===== src/rtl/spi_txn_pkg.sv =====
package spi_txn_pkg;

   typedef enum logic [2:0] {
      ST_IDLE,
      ST_LEAD,
      ST_XFER,
      ST_HOLD,
      ST_TRAIL,
      ST_GUARD
   } seq_state_t;

   typedef struct packed {
      logic cpol;
      logic cpha;
      logic lsb_first;
   } spi_fmt_t;

endpackage


===== src/rtl/spi_tick_gen.sv =====
module spi_tick_gen #(
   parameter int DIV_W = 8
) (
   input  logic             clk,
   input  logic             rst,
   input  logic             run,
   input  logic [DIV_W-1:0] div,
   output logic             tick
);

   logic [DIV_W-1:0] cnt;

   assign tick = run && (cnt == div);

   always_ff @(posedge clk) begin
      if (rst || !run) begin
         cnt <= '0;
      end else if (tick) begin
         cnt <= '0;
      end else begin
         cnt <= cnt + 1'b1;
      end
   end

   AST_CNT_IN_RANGE: assert property (@(posedge clk) disable iff (rst)
      run |-> (cnt <= div));

endmodule


===== src/rtl/spi_seq_ctrl.sv =====
module spi_seq_ctrl
   import spi_txn_pkg::*;
#(
   parameter int DATA_W = 8,
   parameter int EW     = $clog2(2 * DATA_W)
) (
   input  logic          clk,
   input  logic          rst,
   input  logic          tick,
   input  logic          start,
   input  logic          last,
   output seq_state_t    state,
   output logic          ss_n,
   output logic          sck_raw,
   output logic          edge_fire,
   output logic [EW-1:0] edge_idx,
   output logic          busy,
   output logic          done,
   output logic          load,
   output logic          latch_cfg
);

   localparam int EDGES = 2 * DATA_W;
   localparam logic [EW-1:0] FINAL_EDGE = EW'(EDGES - 1);

   logic [EW-1:0] edge_cnt;
   logic          last_q;
   logic          ready;

   assign ready     = (state == ST_IDLE) || (state == ST_HOLD);
   assign busy      = !ready;
   assign load      = start && ready;
   assign latch_cfg = start && (state == ST_IDLE);
   assign edge_fire = tick && ((state == ST_LEAD) || (state == ST_XFER));
   assign edge_idx  = edge_cnt;

   always_ff @(posedge clk) begin
      if (rst) begin
         state    <= ST_IDLE;
         ss_n     <= 1'b1;
         sck_raw  <= 1'b0;
         edge_cnt <= '0;
         done     <= 1'b0;
         last_q   <= 1'b0;
      end else begin
         done <= 1'b0;
         unique case (state)
            ST_IDLE, ST_HOLD: begin
               if (load) begin
                  state    <= ST_LEAD;
                  ss_n     <= 1'b0;
                  edge_cnt <= '0;
                  last_q   <= last;
               end
            end
            ST_LEAD: begin
               if (tick) begin
                  sck_raw  <= ~sck_raw;
                  edge_cnt <= edge_cnt + 1'b1;
                  state    <= ST_XFER;
               end
            end
            ST_XFER: begin
               if (tick) begin
                  sck_raw  <= ~sck_raw;
                  edge_cnt <= edge_cnt + 1'b1;
                  if (edge_cnt == FINAL_EDGE) begin
                     done  <= 1'b1;
                     state <= last_q ? ST_TRAIL : ST_HOLD;
                  end
               end
            end
            ST_TRAIL: begin
               if (tick) begin
                  ss_n  <= 1'b1;
                  state <= ST_GUARD;
               end
            end
            ST_GUARD: begin
               if (tick) begin
                  state <= ST_IDLE;
               end
            end
            default: state <= ST_IDLE;
         endcase
      end
   end

   AST_HOLD_KEEPS_SELECT: assert property (@(posedge clk) disable iff (rst)
      (state == ST_HOLD) |-> !ss_n);

   AST_GUARD_SELECT_HIGH: assert property (@(posedge clk) disable iff (rst)
      (state == ST_GUARD) |-> ss_n);

   AST_IDLE_SCK_PARKED: assert property (@(posedge clk) disable iff (rst)
      ready |-> !sck_raw);

endmodule


===== src/rtl/spi_bit_shifter.sv =====
module spi_bit_shifter #(
   parameter int DATA_W = 8
) (
   input  logic              clk,
   input  logic              rst,
   input  logic              load,
   input  logic [DATA_W-1:0] load_data,
   input  logic              load_lsb,
   input  logic              rx_lsb,
   input  logic              shift_out,
   input  logic              sample_in,
   input  logic              miso,
   output logic              mosi,
   output logic [DATA_W-1:0] rx_data
);

   logic [DATA_W-1:0] tx_sr;
   logic [DATA_W-1:0] rx_sr;
   logic [DATA_W-1:0] load_rev;
   logic [DATA_W-1:0] rx_rev;

   for (genvar i = 0; i < DATA_W; i++) begin : g_rev
      assign load_rev[i] = load_data[DATA_W-1-i];
      assign rx_rev[i]   = rx_sr[DATA_W-1-i];
   end

   assign mosi    = tx_sr[DATA_W-1];
   assign rx_data = rx_lsb ? rx_rev : rx_sr;

   always_ff @(posedge clk) begin
      if (rst) begin
         tx_sr <= '0;
         rx_sr <= '0;
      end else begin
         if (load) begin
            tx_sr <= load_lsb ? load_rev : load_data;
         end else if (shift_out) begin
            tx_sr <= {tx_sr[DATA_W-2:0], 1'b0};
         end
         if (sample_in) begin
            rx_sr <= {rx_sr[DATA_W-2:0], miso};
         end
      end
   end

   AST_NO_SHIFT_AND_LOAD: assert property (@(posedge clk) disable iff (rst)
      load |-> !sample_in);

endmodule


===== src/rtl/spi_txn_master.sv =====
module spi_txn_master
   import spi_txn_pkg::*;
#(
   parameter int DATA_W = 8,
   parameter int DIV_W  = 8
) (
   input  logic              clk,
   input  logic              rst,
   input  logic              cfg_cpol,
   input  logic              cfg_cpha,
   input  logic              cfg_lsb_first,
   input  logic [DIV_W-1:0]  cfg_div,
   input  logic              tx_start,
   input  logic [DATA_W-1:0] tx_data,
   input  logic              tx_last,
   output logic              busy,
   output logic              done,
   output logic [DATA_W-1:0] rx_data,
   output logic              sck,
   output logic              mosi,
   input  logic              miso,
   output logic              ss_n
);

   localparam int EW = $clog2(2 * DATA_W);

   if (DATA_W < 2) begin : g_bad_width
      $error("spi_txn_master: DATA_W must be at least 2");
   end
   if (DIV_W < 1) begin : g_bad_div
      $error("spi_txn_master: DIV_W must be at least 1");
   end

   seq_state_t       state;
   spi_fmt_t         fmt_q;
   logic [DIV_W-1:0] div_q;
   logic             tick;
   logic             sck_raw;
   logic             edge_fire;
   logic [EW-1:0]    edge_idx;
   logic             load;
   logic             latch_cfg;
   logic             sample_now;
   logic             shift_now;
   logic             idle_level;

   always_ff @(posedge clk) begin
      if (rst) begin
         fmt_q <= '0;
         div_q <= '0;
      end else if (latch_cfg) begin
         fmt_q <= '{cpol: cfg_cpol, cpha: cfg_cpha, lsb_first: cfg_lsb_first};
         div_q <= cfg_div;
      end
   end

   spi_tick_gen #(.DIV_W(DIV_W)) u_tick (
      .clk  (clk),
      .rst  (rst),
      .run  (busy),
      .div  (div_q),
      .tick (tick)
   );

   spi_seq_ctrl #(.DATA_W(DATA_W), .EW(EW)) u_ctrl (
      .clk       (clk),
      .rst       (rst),
      .tick      (tick),
      .start     (tx_start),
      .last      (tx_last),
      .state     (state),
      .ss_n      (ss_n),
      .sck_raw   (sck_raw),
      .edge_fire (edge_fire),
      .edge_idx  (edge_idx),
      .busy      (busy),
      .done      (done),
      .load      (load),
      .latch_cfg (latch_cfg)
   );

   assign sample_now = edge_fire && (edge_idx[0] == fmt_q.cpha);
   assign shift_now  = edge_fire && (edge_idx[0] != fmt_q.cpha)
                       && !(fmt_q.cpha && (edge_idx == '0));

   spi_bit_shifter #(.DATA_W(DATA_W)) u_shift (
      .clk       (clk),
      .rst       (rst),
      .load      (load),
      .load_data (tx_data),
      .load_lsb  (latch_cfg ? cfg_lsb_first : fmt_q.lsb_first),
      .rx_lsb    (fmt_q.lsb_first),
      .shift_out (shift_now),
      .sample_in (sample_now),
      .miso      (miso),
      .mosi      (mosi),
      .rx_data   (rx_data)
   );

   assign idle_level = (state == ST_IDLE) ? cfg_cpol : fmt_q.cpol;
   assign sck        = sck_raw ^ idle_level;

   AST_CFG_FROZEN: assert property (@(posedge clk) disable iff (rst)
      (busy && $past(busy)) |-> ($stable(fmt_q) && $stable(div_q)));

   AST_DONE_ONE_CYCLE: assert property (@(posedge clk) disable iff (rst)
      done |=> !done);

   AST_DONE_SCK_IDLE: assert property (@(posedge clk) disable iff (rst)
      done |-> (sck == fmt_q.cpol));

   AST_EDGE_UNDER_SELECT: assert property (@(posedge clk) disable iff (rst)
      edge_fire |-> !ss_n);

endmodule


===== config.mk =====
export PLATFORM = sky130hd
export DESIGN_NAME = spi_txn_master
export DESIGN_NICKNAME = d
export VERILOG_FILES = /design/src/rtl/spi_txn_pkg.sv /design/src/rtl/spi_tick_gen.sv /design/src/rtl/spi_seq_ctrl.sv /design/src/rtl/spi_bit_shifter.sv /design/src/rtl/spi_txn_master.sv
export SDC_FILE = /design/constraint.sdc
export NUM_CORES = 1
export LEC_CHECK = 0
export ABC_AREA = 1
export BUFFER_PORTS_ARGS = -buffer_cell sky130_fd_sc_hd__buf_2
export CAP_MARGIN = 10
export CELL_PAD_IN_SITES_DETAIL_PLACEMENT = 1
export CELL_PAD_IN_SITES_GLOBAL_PLACEMENT = 1
export CORE_ASPECT_RATIO = 1.2
export CORE_MARGIN = 2
export CORE_UTILIZATION = 40
export CTS_CLUSTER_SIZE = 10
export DETAILED_ROUTE_END_ITERATION = 16
export GPL_TIMING_DRIVEN = 1
export MAX_ROUTING_LAYER = met4
export PLACE_DENSITY_LB_ADDON = 0.2
export SYNTH_ARGS = -nofsm -noshare
export SYNTH_HDL_FRONTEND = slang
export SYNTH_HIERARCHICAL = 1
export SYNTH_SLANG_ARGS = --single-unit

===== constraint.sdc =====
create_clock -name clk -period 3 [get_ports clk]
set_input_delay 0.15 -clock clk [delete_from_list [all_inputs] [get_ports clk]]
set_output_delay 0.15 -clock clk [all_outputs]
set_load 0.005 [all_outputs]

==> report_table.html, run 1 <==
<table>
<tr><th>Metric</th><th>Value</th></tr>
<tr><th colspan="2">Run status</th></tr>
<tr><td>Status</td><td>finished clean</td></tr>
<tr><th colspan="2">Floorplan</th></tr>
<tr><td>Floorplan Core Area</td><td>6090 um^2</td></tr>
<tr><td>Row count</td><td>31</td></tr>
<tr><td>Die footprint</td><td>7040 um^2</td></tr>
<tr><td>Overall die width</td><td>76.9 um</td></tr>
<tr><td>IO Count</td><td>37</td></tr>
<tr><td>Starting density of the core</td><td>41.9%</td></tr>
<tr><td>Die height</td><td>91.5 um</td></tr>
<tr><th colspan="2">Timing</th></tr>
<tr><td>Period minus WS final</td><td>2.67 ns</td></tr>
<tr><td>Setup skew after layout</td><td>0.0126 ns</td></tr>
<tr><td>Total negative slack</td><td>0 ns</td></tr>
<tr><td>Slew at the pin closest to its max-slew limit</td><td>0.607 ns</td></tr>
<tr><td>Final setup violation count</td><td>0</td></tr>
<tr><td>Final worst-path setup slack</td><td>0.328 ns</td></tr>
<tr><td>RSZ-0062 raised after global routing</td><td>no</td></tr>
<tr><td>Max-Slew Margin vs Limit</td><td>59.4%</td></tr>
<tr><td>Final worst-path cycle share</td><td>89.1%</td></tr>
<tr><td>Pins Over Slew Limit</td><td>0</td></tr>
<tr><td>Final count of hold timing violations</td><td>0</td></tr>
<tr><td>Upper clock frequency limit</td><td>374 MHz</td></tr>
<tr><th colspan="2">CTS</th></tr>
<tr><td>Number of buffers added by the clock tree synthesis step</td><td>5</td></tr>
<tr><td>Number of H-tree levels</td><td>2</td></tr>
<tr><td>CTS Root Buffer Type</td><td>clkbuf_8</td></tr>
<tr><td>Post-CTS setup buffer count</td><td>0</td></tr>
<tr><td>Clock-pin slew of the registers on the worst-case setup and hold paths</td><td>0.10 ns</td></tr>
<tr><td>Hold_buf cts</td><td>0</td></tr>
<tr><td>Clock sink total</td><td>46</td></tr>
<tr><td>Buffer depth of the longest clock path</td><td>2</td></tr>
<tr><td>TritonCTS clock tree</td><td>built</td></tr>
<tr><td>Clk_lat worst skew</td><td>0.32 ns</td></tr>
<tr><td>Total of cells resized after clock tree synthesis</td><td>0</td></tr>
<tr><th colspan="2">Global routing</th></tr>
<tr><td>Pin count of the biggest net entering global routing</td><td>18</td></tr>
<tr><td>Remaining global-route overflow</td><td>0</td></tr>
<tr><td>GRT Overall Usage</td><td>20.2%</td></tr>
<tr><td>Initial antenna violation count</td><td>0</td></tr>
<tr><td>First-pass GRT wire length</td><td>11,300 um</td></tr>
<tr><td>Via count of the first global-routing pass</td><td>2,460</td></tr>
<tr><th colspan="2">Placement</th></tr>
<tr><td>Post-DP HPWL</td><td>4800 um</td></tr>
<tr><td>Number of buffer cells added on primary ports</td><td>36</td></tr>
<tr><td>Setup Slack @ Placement</td><td>0.344 ns</td></tr>
<tr><td>RePlAce Congestion</td><td>0.854</td></tr>
<tr><td>Cell Area, Placed</td><td>2790 um^2</td></tr>
<tr><th colspan="2">Pwr</th></tr>
<tr><td>Cell area power density</td><td>783 nW/um^2</td></tr>
<tr><td>Leakage power summed over all cells</td><td>0.00134 uW</td></tr>
<tr><td>Maximum vdd ir drop</td><td>322 uV</td></tr>
<tr><th colspan="2">Synthesis</th></tr>
<tr><td>Synthesized area per cell</td><td>6.72 um^2</td></tr>
<tr><td>Yosys reg bits</td><td>46</td></tr>
<tr><td>Number of warning messages in the yosys log</td><td>6</td></tr>
<tr><td>Number of enable flip-flop cells after synthesis</td><td>0</td></tr>
<tr><td>Primary flip-flop cell chosen by synthesis mapping</td><td>dfxtp_1</td></tr>
<tr><td>Async S/R FF share, synth</td><td>0%</td></tr>
<tr><td>Number of nets in the synthesized netlist</td><td>406</td></tr>
<tr><td>Sequential-to-total area share from yosys stat</td><td>36.1%</td></tr>
<tr><td>Number of distinct library cells after synthesis</td><td>33</td></tr>
<tr><td>Mapped Cells</td><td>380</td></tr>
<tr><td>Synthesized area</td><td>2550 um^2</td></tr>
<tr><th colspan="2">Worst setup path</th></tr>
<tr><td>CP Data Required Time</td><td>3.22 ns</td></tr>
<tr><td>Critical register-to-register path startpoint</td><td>u_ctrl/state[1]</td></tr>
<tr><td>Kind of start point of the critical path</td><td>register</td></tr>
<tr><td>Setup Crit Path Kind</td><td>reg2reg</td></tr>
<tr><td>CP arrival</td><td>2.89 ns</td></tr>
<tr><td>Beginning of the critical path</td><td>u_ctrl/state[1]</td></tr>
<tr><td>Worst Setup End Kind</td><td>register</td></tr>
<tr><td>Highest net fanout along the worst path</td><td>10</td></tr>
<tr><th colspan="2">Detailed routing</th></tr>
<tr><td>Detailed-route vias per instance</td><td>4.88</td></tr>
<tr><td>Vias</td><td>2,442</td></tr>
<tr><td>Final routed wire length divided by cell count</td><td>12.7 um</td></tr>
<tr><td>DRC Markers</td><td>0</td></tr>
<tr><td>Post-detailed-routing wire length</td><td>6360 um</td></tr>
<tr><td>Number of detailed-routing iterations run before antenna repair</td><td>4</td></tr>
<tr><td>Antenna Violating Nets Remaining</td><td>0</td></tr>
<tr><td>Number of DRC markers in iteration 0</td><td>57</td></tr>
<tr><th colspan="2">Layout</th></tr>
<tr><td>Fill cell count</td><td>849</td></tr>
<tr><td>Most frequent cells in the layout</td><td>nand2_1 (100), nor2_1 (49), inv_1 (49)</td></tr>
<tr><td>Cell area after layout</td><td>2880 um^2</td></tr>
<tr><td>Layout area overhead</td><td>12.9%</td></tr>
<tr><td>Most common cell after layout, fill and taps aside</td><td>nand2_1</td></tr>
<tr><td>Final net count</td><td>443</td></tr>
<tr><td>Number of antenna diodes</td><td>0</td></tr>
<tr><td>Ratio of cells with drive above 1 in the final layout</td><td>20.6%</td></tr>
<tr><th colspan="2">Hold path</th></tr>
<tr><td>Hold path startpoint</td><td>miso</td></tr>
<tr><td>Path type of the worst min-delay path</td><td>in2reg</td></tr>
<tr><th colspan="2">Flow run</th></tr>
<tr><td>Max_cap viols</td><td>0</td></tr>
</table>
==> worst max-delay path, cell delays in order, from the launching register on <==
cell     delay, ns
dfxtp_1       0.51
nor2_1        0.13
nand2_2       0.11
nand2_4       0.07
inv_1         0.09
nand4_1       0.09
nor3_1        0.46
nand2_4       0.14
inv_1         0.10
inv_1         0.04
nor2_1        0.48
inv_2         0.16
o21ai_1       0.16
a21oi_1       0.05
==> power breakdown <==
group          switching, uW  leakage (uW)  internal [uW]
clock network            242     0.0000447            169
logic                    635      0.000915            358
registers                119      0.000376            734
==> final cells by class <==
class,instances,area [um^2],share of cell area [%]
multi-input cells,267,1350,46.8
repair buffers,37,188,6.51
well taps,82,103,3.56
clock inverters,3,25.0,0.868
clock buffers,5,68.8,2.39
flip-flops and latches,46,921,32.0
inverters,60,228,7.90
==> cell usage after synthesis, drive strengths merged, types with 2 or more instances <==
cell type,n,share of area [%]
dfxtp,46,36
nand4,3,0.74
ha,2,0.98
inv,59,8.8
buf,7,2.2
xor2,7,2.4
nand2,109,18
nor2,52,8.7
a21oi,31,7.7
o21ai,31,6.8
nand3,23,4.9
xnor2,2,0.69
==> state kept, by name (all words and copies together) (netlist names) <==
signal	cells
div_q	8
fmt_q	3
u_ctrl/done	1
u_ctrl/edge_idx	4
u_ctrl/last_q	1
u_ctrl/sck_raw	1
u_ctrl/ss_n	1
u_ctrl/state	3
u_shift/rx_sr	8
u_shift/tx_sr	8
u_tick/cnt	8
==> per-stage QoR <==
stage          std cells  hold slack [ns]  util (%)  power, uW
6_report             500           0.0521      47.3       2260
5_1_grt              500           0.0737      47.3       2470
4_1_cts              500           0.0470      47.3       2280
3_5_place_dp         492            0.380      45.8       1860
3_3_place_gp         492            0.379      45.8       1830
2_1_floorplan        380            0.212         -       1620
==> routing by layer <==
layer  vias to the layer above  wire length, um  global-route usage [%]
met1                      1120             2880                    23.6
li1                       1264                -                       -
met3                        19              188                    2.68
met2                        39             3100                    34.1
met4                         0              191                    9.85
met5                         -                0                       -
==> cell families (layout without fill, tap and decap cells) <==
kind of cell    count (synthesis)  in the layout  share of synthesized area [%]
simple gates                  191            191                           33.2
xor+xnor                        9              9                           3.09
fa+ha+maj                       2              2                          0.980
compound gates                 65             65                           15.6
buf+inv                        67            105                           11.1
flops                          46             46                           36.1
==> final timing paths <==
| path | cells past startpoint | endpoint | slack [ns] |
|---|---|---|---|
| min reg2reg | 2 | u_shift/tx_sr[0] | 0.48 |
| max reg2reg | 13 | u_shift/rx_sr[7] | 0.33 |
| max | 13 | u_shift/rx_sr[7] | 0.33 |
| min | 3 | u_shift/rx_sr[0] | 0.05 |
No activity file was read; power rests on OpenSTA's default activity.
==> inputs of run 2 (changes only) <==
--- a/config.mk
+++ b/config.mk
@@ -12,7 +12,7 @@
 export CELL_PAD_IN_SITES_GLOBAL_PLACEMENT = 1
 export CORE_ASPECT_RATIO = 1.2
 export CORE_MARGIN = 2
-export CORE_UTILIZATION = 40
+export CORE_UTILIZATION = 43
 export CTS_CLUSTER_SIZE = 10
 export DETAILED_ROUTE_END_ITERATION = 16
 export GPL_TIMING_DRIVEN = 1
==> constraint.sdc (replaced) <==
create_clock -name clk -period 3.2 [get_ports clk]
set_input_delay 0.16 -clock clk [delete_from_list [all_inputs] [get_ports clk]]
set_output_delay 0.16 -clock clk [all_outputs]
set_load 0.005 [all_outputs]
==> report_table.html, run 2 (synthesized netlist as in run 1, its figures left out) <==
<table>
<tr><th>Metric</th><th>Value</th></tr>
<tr><th colspan="2">Run status</th></tr>
<tr><td>Status</td><td>finished clean</td></tr>
<tr><th colspan="2">Hold path</th></tr>
<tr><td>Path type of the worst min-delay path</td><td>in2reg</td></tr>
<tr><th colspan="2">CTS</th></tr>
<tr><td>Post-CTS setup buffer count</td><td>0</td></tr>
<tr><td>Hold_buf cts</td><td>0</td></tr>
<tr><td>Total of cells resized after clock tree synthesis</td><td>0</td></tr>
<tr><td>Buffer depth of the longest clock path</td><td>2</td></tr>
<tr><td>CTS Root Buffer Type</td><td>clkbuf_8</td></tr>
<tr><td>Number of buffers added by the clock tree synthesis step</td><td>5</td></tr>
<tr><td>Clk_lat worst skew</td><td>0.30 ns</td></tr>
<tr><td>TritonCTS clock tree</td><td>built</td></tr>
<tr><td>Clock-pin slew of the registers on the worst-case setup and hold paths</td><td>0.09 ns</td></tr>
<tr><td>Clock sink total</td><td>46</td></tr>
<tr><td>Number of H-tree levels</td><td>2</td></tr>
<tr><th colspan="2">Timing</th></tr>
<tr><td>Final worst-path cycle share</td><td>81.6%</td></tr>
<tr><td>Upper clock frequency limit</td><td>383 MHz</td></tr>
<tr><td>Slew at the pin closest to its max-slew limit</td><td>0.563 ns</td></tr>
<tr><td>RSZ-0062 raised after global routing</td><td>no</td></tr>
<tr><td>Total negative slack</td><td>0 ns</td></tr>
<tr><td>Pins Over Slew Limit</td><td>0</td></tr>
<tr><td>Setup skew after layout</td><td>0.00758 ns</td></tr>
<tr><td>Max-Slew Margin vs Limit</td><td>62.2%</td></tr>
<tr><td>Final count of hold timing violations</td><td>0</td></tr>
<tr><td>Final setup violation count</td><td>0</td></tr>
<tr><td>Final worst-path setup slack</td><td>0.590 ns</td></tr>
<tr><td>Period minus WS final</td><td>2.61 ns</td></tr>
<tr><td>Hold Worst Slack</td><td>0.0894 ns</td></tr>
<tr><th colspan="2">Detailed routing</th></tr>
<tr><td>Detailed-route vias per instance</td><td>4.84</td></tr>
<tr><td>Number of DRC markers in iteration 0</td><td>38</td></tr>
<tr><td>Number of detailed-routing iterations run before antenna repair</td><td>4</td></tr>
<tr><td>Final routed wire length divided by cell count</td><td>12.1 um</td></tr>
<tr><td>Vias</td><td>2,412</td></tr>
<tr><td>DRC Markers</td><td>0</td></tr>
<tr><td>Post-detailed-routing wire length</td><td>6040 um</td></tr>
<tr><td>Antenna Violating Nets Remaining</td><td>0</td></tr>
<tr><th colspan="2">Worst setup path</th></tr>
<tr><td>CP arrival</td><td>2.81 ns</td></tr>
<tr><td>Maximum single-stage delay on the critical path</td><td>0.49 ns</td></tr>
<tr><td>Max stage delay cell, worst path</td><td>dfxtp_1</td></tr>
<tr><td>Kind of start point of the critical path</td><td>register</td></tr>
<tr><td>Library cell appearing most often on the critical path</td><td>inv_1</td></tr>
<tr><td>Worst Setup End Kind</td><td>register</td></tr>
<tr><td>CP Data Required Time</td><td>3.40 ns</td></tr>
<tr><td>Setup Crit Path Kind</td><td>reg2reg</td></tr>
<tr><td>Highest net fanout along the worst path</td><td>10</td></tr>
<tr><td>Ordered list of cells on the worst path</td><td>nor2_1, nand2_2, nand2_4, inv_1, nand4_1, nor3_1, nand2_4, inv_1, inv_1, nor2_1, inv_2, o21ai_1, a21oi_1</td></tr>
<tr><th colspan="2">Floorplan</th></tr>
<tr><td>Overall die width</td><td>74.3 um</td></tr>
<tr><td>Die height</td><td>88.4 um</td></tr>
<tr><td>Starting density of the core</td><td>44.7%</td></tr>
<tr><td>Floorplan Core Area</td><td>5710 um^2</td></tr>
<tr><td>Die footprint</td><td>6570 um^2</td></tr>
<tr><td>IO Count</td><td>37</td></tr>
<tr><td>Row count</td><td>30</td></tr>
<tr><th colspan="2">Layout</th></tr>
<tr><td>Number of antenna diodes</td><td>0</td></tr>
<tr><td>Fill cell count</td><td>789</td></tr>
<tr><td>Layout area overhead</td><td>12.6%</td></tr>
<tr><td>Most common cell after layout, fill and taps aside</td><td>nand2_1</td></tr>
<tr><td>Final net count</td><td>443</td></tr>
<tr><td>Final cell count without fillers</td><td>498</td></tr>
<tr><td>Ratio of cells with drive above 1 in the final layout</td><td>20.6%</td></tr>
<tr><td>Most frequent cells in the layout</td><td>nand2_1 (100), nor2_1 (49), inv_1 (49)</td></tr>
<tr><th colspan="2">Flow run</th></tr>
<tr><td>Max_cap viols</td><td>0</td></tr>
<tr><th colspan="2">Pwr</th></tr>
<tr><td>Total Power</td><td>2090 uW</td></tr>
<tr><td>Maximum vdd ir drop</td><td>359 uV</td></tr>
<tr><td>Leakage power summed over all cells</td><td>0.00134 uW</td></tr>
<tr><td>Cell area power density</td><td>727 nW/um^2</td></tr>
<tr><th colspan="2">Placement</th></tr>
<tr><td>Number of buffer cells added on primary ports</td><td>36</td></tr>
<tr><td>Post-DP HPWL</td><td>4720 um</td></tr>
<tr><td>RePlAce Congestion</td><td>0.816</td></tr>
<tr><td>Setup Slack @ Placement</td><td>0.621 ns</td></tr>
<tr><td># placed instances</td><td>490</td></tr>
<tr><th colspan="2">Global routing</th></tr>
<tr><td>Via count of the first global-routing pass</td><td>2,330</td></tr>
<tr><td>GRT Overall Usage</td><td>20.0%</td></tr>
<tr><td>Initial antenna violation count</td><td>0</td></tr>
<tr><td>Remaining global-route overflow</td><td>0</td></tr>
<tr><td>Pin count of the biggest net entering global routing</td><td>18</td></tr>
<tr><td>First-pass GRT wire length</td><td>9950 um</td></tr>
</table>
[run 2: cell count changes in the layout (fill, tap and decap cells not counted), sizes merged]
cell / before / now
clkinv: 2 / 3
inv: 60 / 59
[run 2: power by group]
group | leakage, uW | internal (uW) | switching (uW)
clock network | 0.0000441 | 154 | 210
logic | 0.000915 | 336 | 587
registers | 0.000376 | 688 | 114
[run 2: routing by layer]
metal  GRT usage, %  up-vias  wire length [um]
li1               -     1262                 -
met1           22.4     1121              2700
met2           36.4       24              3130
met5              -        -                 0
met3           3.08        5               154
met4           5.52        0                48
[run 2: stage by stage]
step,utilization [%],instance area (um^2)
floorplan,-,2550
global placement,48.8,2790
detailed placement,48.8,2790
CTS,50.4,2880
global route,50.4,2880
finish,50.4,2880
[run 2: worst max-delay path, delay by kind of cell, from the launching register on]
family,cells,cell delay [ns]
AO/OA/AOI/OAI,2,0.20
flip-flops,1,0.49
AND/OR/NAND/NOR,7,1.43
buffers and inverters,4,0.36
[run 2: final cells by class]
cell class	count	area (um^2)	share of cell area, %
multi-input combinational	267	1350	46.9
sequential	46	921	32.0
inverter	60	228	7.92
timing repair buffer	37	188	6.53
tap	80	100	3.48
clock buffer	5	68.8	2.39
clock inverter	3	21.3	0.740
[run 2: worst paths after layout]
kind                            depth (start not counted)              from  slack [ns]               end
worst min register to register                          2  u_shift/tx_sr[0]        0.48  u_shift/tx_sr[0]
worst max register to register                         13   u_ctrl/state[1]        0.59  u_shift/rx_sr[7]
worst max-delay path                                   13   u_ctrl/state[1]        0.59  u_shift/rx_sr[7]
worst min-delay path                                    3              miso        0.09  u_shift/rx_sr[0]
==> inputs of run 3 (changes only) <==
--- a/config.mk
+++ b/config.mk
@@ -12,7 +12,7 @@
 export CELL_PAD_IN_SITES_GLOBAL_PLACEMENT = 1
 export CORE_ASPECT_RATIO = 1.2
 export CORE_MARGIN = 2
-export CORE_UTILIZATION = 43
+export CORE_UTILIZATION = 36
 export CTS_CLUSTER_SIZE = 10
 export DETAILED_ROUTE_END_ITERATION = 16
 export GPL_TIMING_DRIVEN = 1
==> constraint.sdc (replaced) <==
create_clock -name clk -period 2.4 [get_ports clk]
set_input_delay 0.12 -clock clk [delete_from_list [all_inputs] [get_ports clk]]
set_output_delay 0.12 -clock clk [all_outputs]
set_load 0.005 [all_outputs]
==> report_table.html, run 3 (synthesized netlist as in run 1, its figures left out) <==
<table>
<tr><th>Metric</th><th>Value</th></tr>
<tr><th colspan="2">CTS</th></tr>
<tr><td>Number of buffers added by the clock tree synthesis step</td><td>5</td></tr>
<tr><td>Number of H-tree levels</td><td>2</td></tr>
<tr><td>TritonCTS clock tree</td><td>built</td></tr>
<tr><td>Total of cells resized after clock tree synthesis</td><td>0</td></tr>
<tr><td>Hold_buf cts</td><td>0</td></tr>
<tr><td>CTS Root Buffer Type</td><td>clkbuf_8</td></tr>
<tr><td>Clk_lat worst skew</td><td>0.30 ns</td></tr>
<tr><td>Post-CTS setup buffer count</td><td>0</td></tr>
<tr><td>Buffer depth of the longest clock path</td><td>2</td></tr>
<tr><td>Clock sink total</td><td>46</td></tr>
<tr><td>Clock-pin slew of the registers on the worst-case setup and hold paths</td><td>0.09 ns</td></tr>
<tr><th colspan="2">Pwr</th></tr>
<tr><td>Internal power component</td><td>1610 uW</td></tr>
<tr><td>Cell area power density</td><td>961 nW/um^2</td></tr>
<tr><td>Part of the power in registers</td><td>37.3%</td></tr>
<tr><td>Net switching share of the total power</td><td>43.1%</td></tr>
<tr><td>Net Switching</td><td>1220 uW</td></tr>
<tr><td>Maximum vdd ir drop</td><td>478 uV</td></tr>
<tr><td>Fraction of power consumed by combinational cells</td><td>45.1%</td></tr>
<tr><td>Portion of total power attributed to the clock network</td><td>17.6%</td></tr>
<tr><td>Total Power</td><td>2830 uW</td></tr>
<tr><td>Leakage power summed over all cells</td><td>0.00137 uW</td></tr>
<tr><th colspan="2">Layout</th></tr>
<tr><td>Most common cell after layout, fill and taps aside</td><td>nand2_1</td></tr>
<tr><td>Most frequent cells in the layout</td><td>nand2_1 (100), nor2_1 (49), inv_1 (49)</td></tr>
<tr><td>Ratio of cells with drive above 1 in the final layout</td><td>22.1%</td></tr>
<tr><td>Final cell count without fillers</td><td>512</td></tr>
<tr><td>Fill cell count</td><td>937</td></tr>
<tr><td>Area of the multi-input gates</td><td>1350 um^2</td></tr>
<tr><td>Layout area overhead</td><td>15.2%</td></tr>
<tr><td>Area occupied by registers</td><td>922 um^2</td></tr>
<tr><td>Number of antenna diodes</td><td>0</td></tr>
<tr><td>Final net count</td><td>450</td></tr>
<tr><th colspan="2">Timing</th></tr>
<tr><td>Pins Over Slew Limit</td><td>0</td></tr>
<tr><td>Upper clock frequency limit</td><td>464 MHz</td></tr>
<tr><td>Slew at the pin closest to its max-slew limit</td><td>0.517 ns</td></tr>
<tr><td>Max-Slew Margin vs Limit</td><td>65.5%</td></tr>
<tr><td>Total negative slack</td><td>0 ns</td></tr>
<tr><td>Final worst-path setup slack</td><td>0.245 ns</td></tr>
<tr><td>Final worst-path cycle share</td><td>89.8%</td></tr>
<tr><td>Final setup violation count</td><td>0</td></tr>
<tr><td>Final count of hold timing violations</td><td>0</td></tr>
<tr><td>RSZ-0062 raised after global routing</td><td>no</td></tr>
<tr><td>Hold Worst Slack</td><td>0.0373 ns</td></tr>
<tr><td>Setup skew after layout</td><td>0.00719 ns</td></tr>
<tr><td>Period minus WS final</td><td>2.16 ns</td></tr>
<tr><th colspan="2">Floorplan</th></tr>
<tr><td>Overall die width</td><td>80.9 um</td></tr>
<tr><td>Starting density of the core</td><td>37.2%</td></tr>
<tr><td>Die height</td><td>96.2 um</td></tr>
<tr><td>Die footprint</td><td>7780 um^2</td></tr>
<tr><td>Row count</td><td>33</td></tr>
<tr><td>Floorplan Core Area</td><td>6850 um^2</td></tr>
<tr><td>IO Count</td><td>37</td></tr>
<tr><th colspan="2">Detailed routing</th></tr>
<tr><td>Final routed wire length divided by cell count</td><td>12.1 um</td></tr>
<tr><td>Post-detailed-routing wire length</td><td>6220 um</td></tr>
<tr><td>Vias</td><td>2,409</td></tr>
<tr><td>Number of detailed-routing iterations run before antenna repair</td><td>4</td></tr>
<tr><td>Number of DRC markers in iteration 0</td><td>42</td></tr>
<tr><td>Antenna Violating Nets Remaining</td><td>0</td></tr>
<tr><td>Detailed-route vias per instance</td><td>4.71</td></tr>
<tr><td>DRC Markers</td><td>0</td></tr>
<tr><th colspan="2">Global routing</th></tr>
<tr><td>Remaining global-route overflow</td><td>0</td></tr>
<tr><td>Pin count of the biggest net entering global routing</td><td>18</td></tr>
<tr><td>Initial antenna violation count</td><td>0</td></tr>
<tr><td>GRT Overall Usage</td><td>17.6%</td></tr>
<tr><td>First-pass GRT wire length</td><td>10,300 um</td></tr>
<tr><td>Via count of the first global-routing pass</td><td>2,333</td></tr>
<tr><th colspan="2">Worst setup path</th></tr>
<tr><td>Library cell appearing most often on the critical path</td><td>nand2_1</td></tr>
<tr><td>Highest net fanout along the worst path</td><td>8</td></tr>
<tr><td>Max stage delay cell, worst path</td><td>dfxtp_1</td></tr>
<tr><td>CP Data Required Time</td><td>2.63 ns</td></tr>
<tr><td>Ordered list of cells on the worst path</td><td>inv_2, nand3_1, nand2_4, inv_1, nand4_1, nor3_1, buf_4, nand2_4, inv_1, nand2_1, nor2_1, buf_4, nor2_8, nand2_1, nand2_1, a21oi_1</td></tr>
<tr><td>Worst Setup End Kind</td><td>register</td></tr>
<tr><td>Maximum single-stage delay on the critical path</td><td>0.45 ns</td></tr>
<tr><td>CP arrival</td><td>2.39 ns</td></tr>
<tr><td>Setup Crit Path Kind</td><td>reg2reg</td></tr>
<tr><td>Kind of start point of the critical path</td><td>register</td></tr>
<tr><th colspan="2">Hold path</th></tr>
<tr><td>Path type of the worst min-delay path</td><td>in2reg</td></tr>
<tr><th colspan="2">Placement</th></tr>
<tr><td>Number of buffer cells added on primary ports</td><td>36</td></tr>
<tr><td>Post-DP HPWL</td><td>4830 um</td></tr>
<tr><td>RePlAce Congestion</td><td>0.872</td></tr>
<tr><td>Setup Slack @ Placement</td><td>0.204 ns</td></tr>
<tr><td># placed instances</td><td>504</td></tr>
<tr><th colspan="2">Run status</th></tr>
<tr><td>Status</td><td>finished clean</td></tr>
<tr><th colspan="2">Flow run</th></tr>
<tr><td>Max_cap viols</td><td>0</td></tr>
</table>
[run 3: cell type report]
class	count	area share, %
clock inverters	3	0.809
flip-flops and latches	46	31.4
multi-input cells	267	45.9
repair buffers	44	8.17
well taps	87	3.70
inverters	60	7.74
clock buffers	5	2.34
[run 3: path summary, 6_finish.rpt]
| path | from | to | slack, ns | cells after the start |
|---|---|---|---|---|
| worst max-delay path | u_ctrl/state[2] | u_shift/tx_sr[5] | 0.24 | 16 |
| worst min-delay path | miso | u_shift/rx_sr[0] | 0.04 | 3 |
| worst max register to register | u_ctrl/state[2] | u_shift/tx_sr[5] | 0.24 | 16 |
| worst min register to register | u_shift/tx_sr[0] | u_shift/tx_sr[0] | 0.48 | 2 |
[run 3: power by group through the flow]
stage               clock network (uW)  registers (uW)  logic [uW]
finish                             498            1050        1270
floorplan                            0            1040         979
CTS                                523            1060        1300
detailed placement                   0            1070        1290
global placement                     0            1070        1270
global route                       559            1080        1450
[run 3: metrics by stage]
step                      area (um^2)  utilization, %
final                            2940            42.9
after global routing             2940            42.9
after CTS                        2940            42.9
after detailed placement         2850            41.5
after global placement           2850            41.5
after floorplan                  2550               -
[run 3: per-layer routing]
| layer | vias up | track usage, % | part of all wire [%] |
|---|---|---|---|
| li1 | 1271 | - | - |
| met1 | 1103 | 19.7 | 45 |
| met2 | 29 | 31.4 | 51 |
| met3 | 6 | 3.47 | 3.1 |
| met4 | 0 | 5.37 | 1.3 |
| met5 | - | - | 0 |
[run 3: worst max-delay path, delay by kind of cell, from the launching register on]
family | cells | cell delay [ns]
simple gates | 10 | 0.91
flops | 1 | 0.45
buf+inv | 5 | 0.62
compound gates | 1 | 0.13
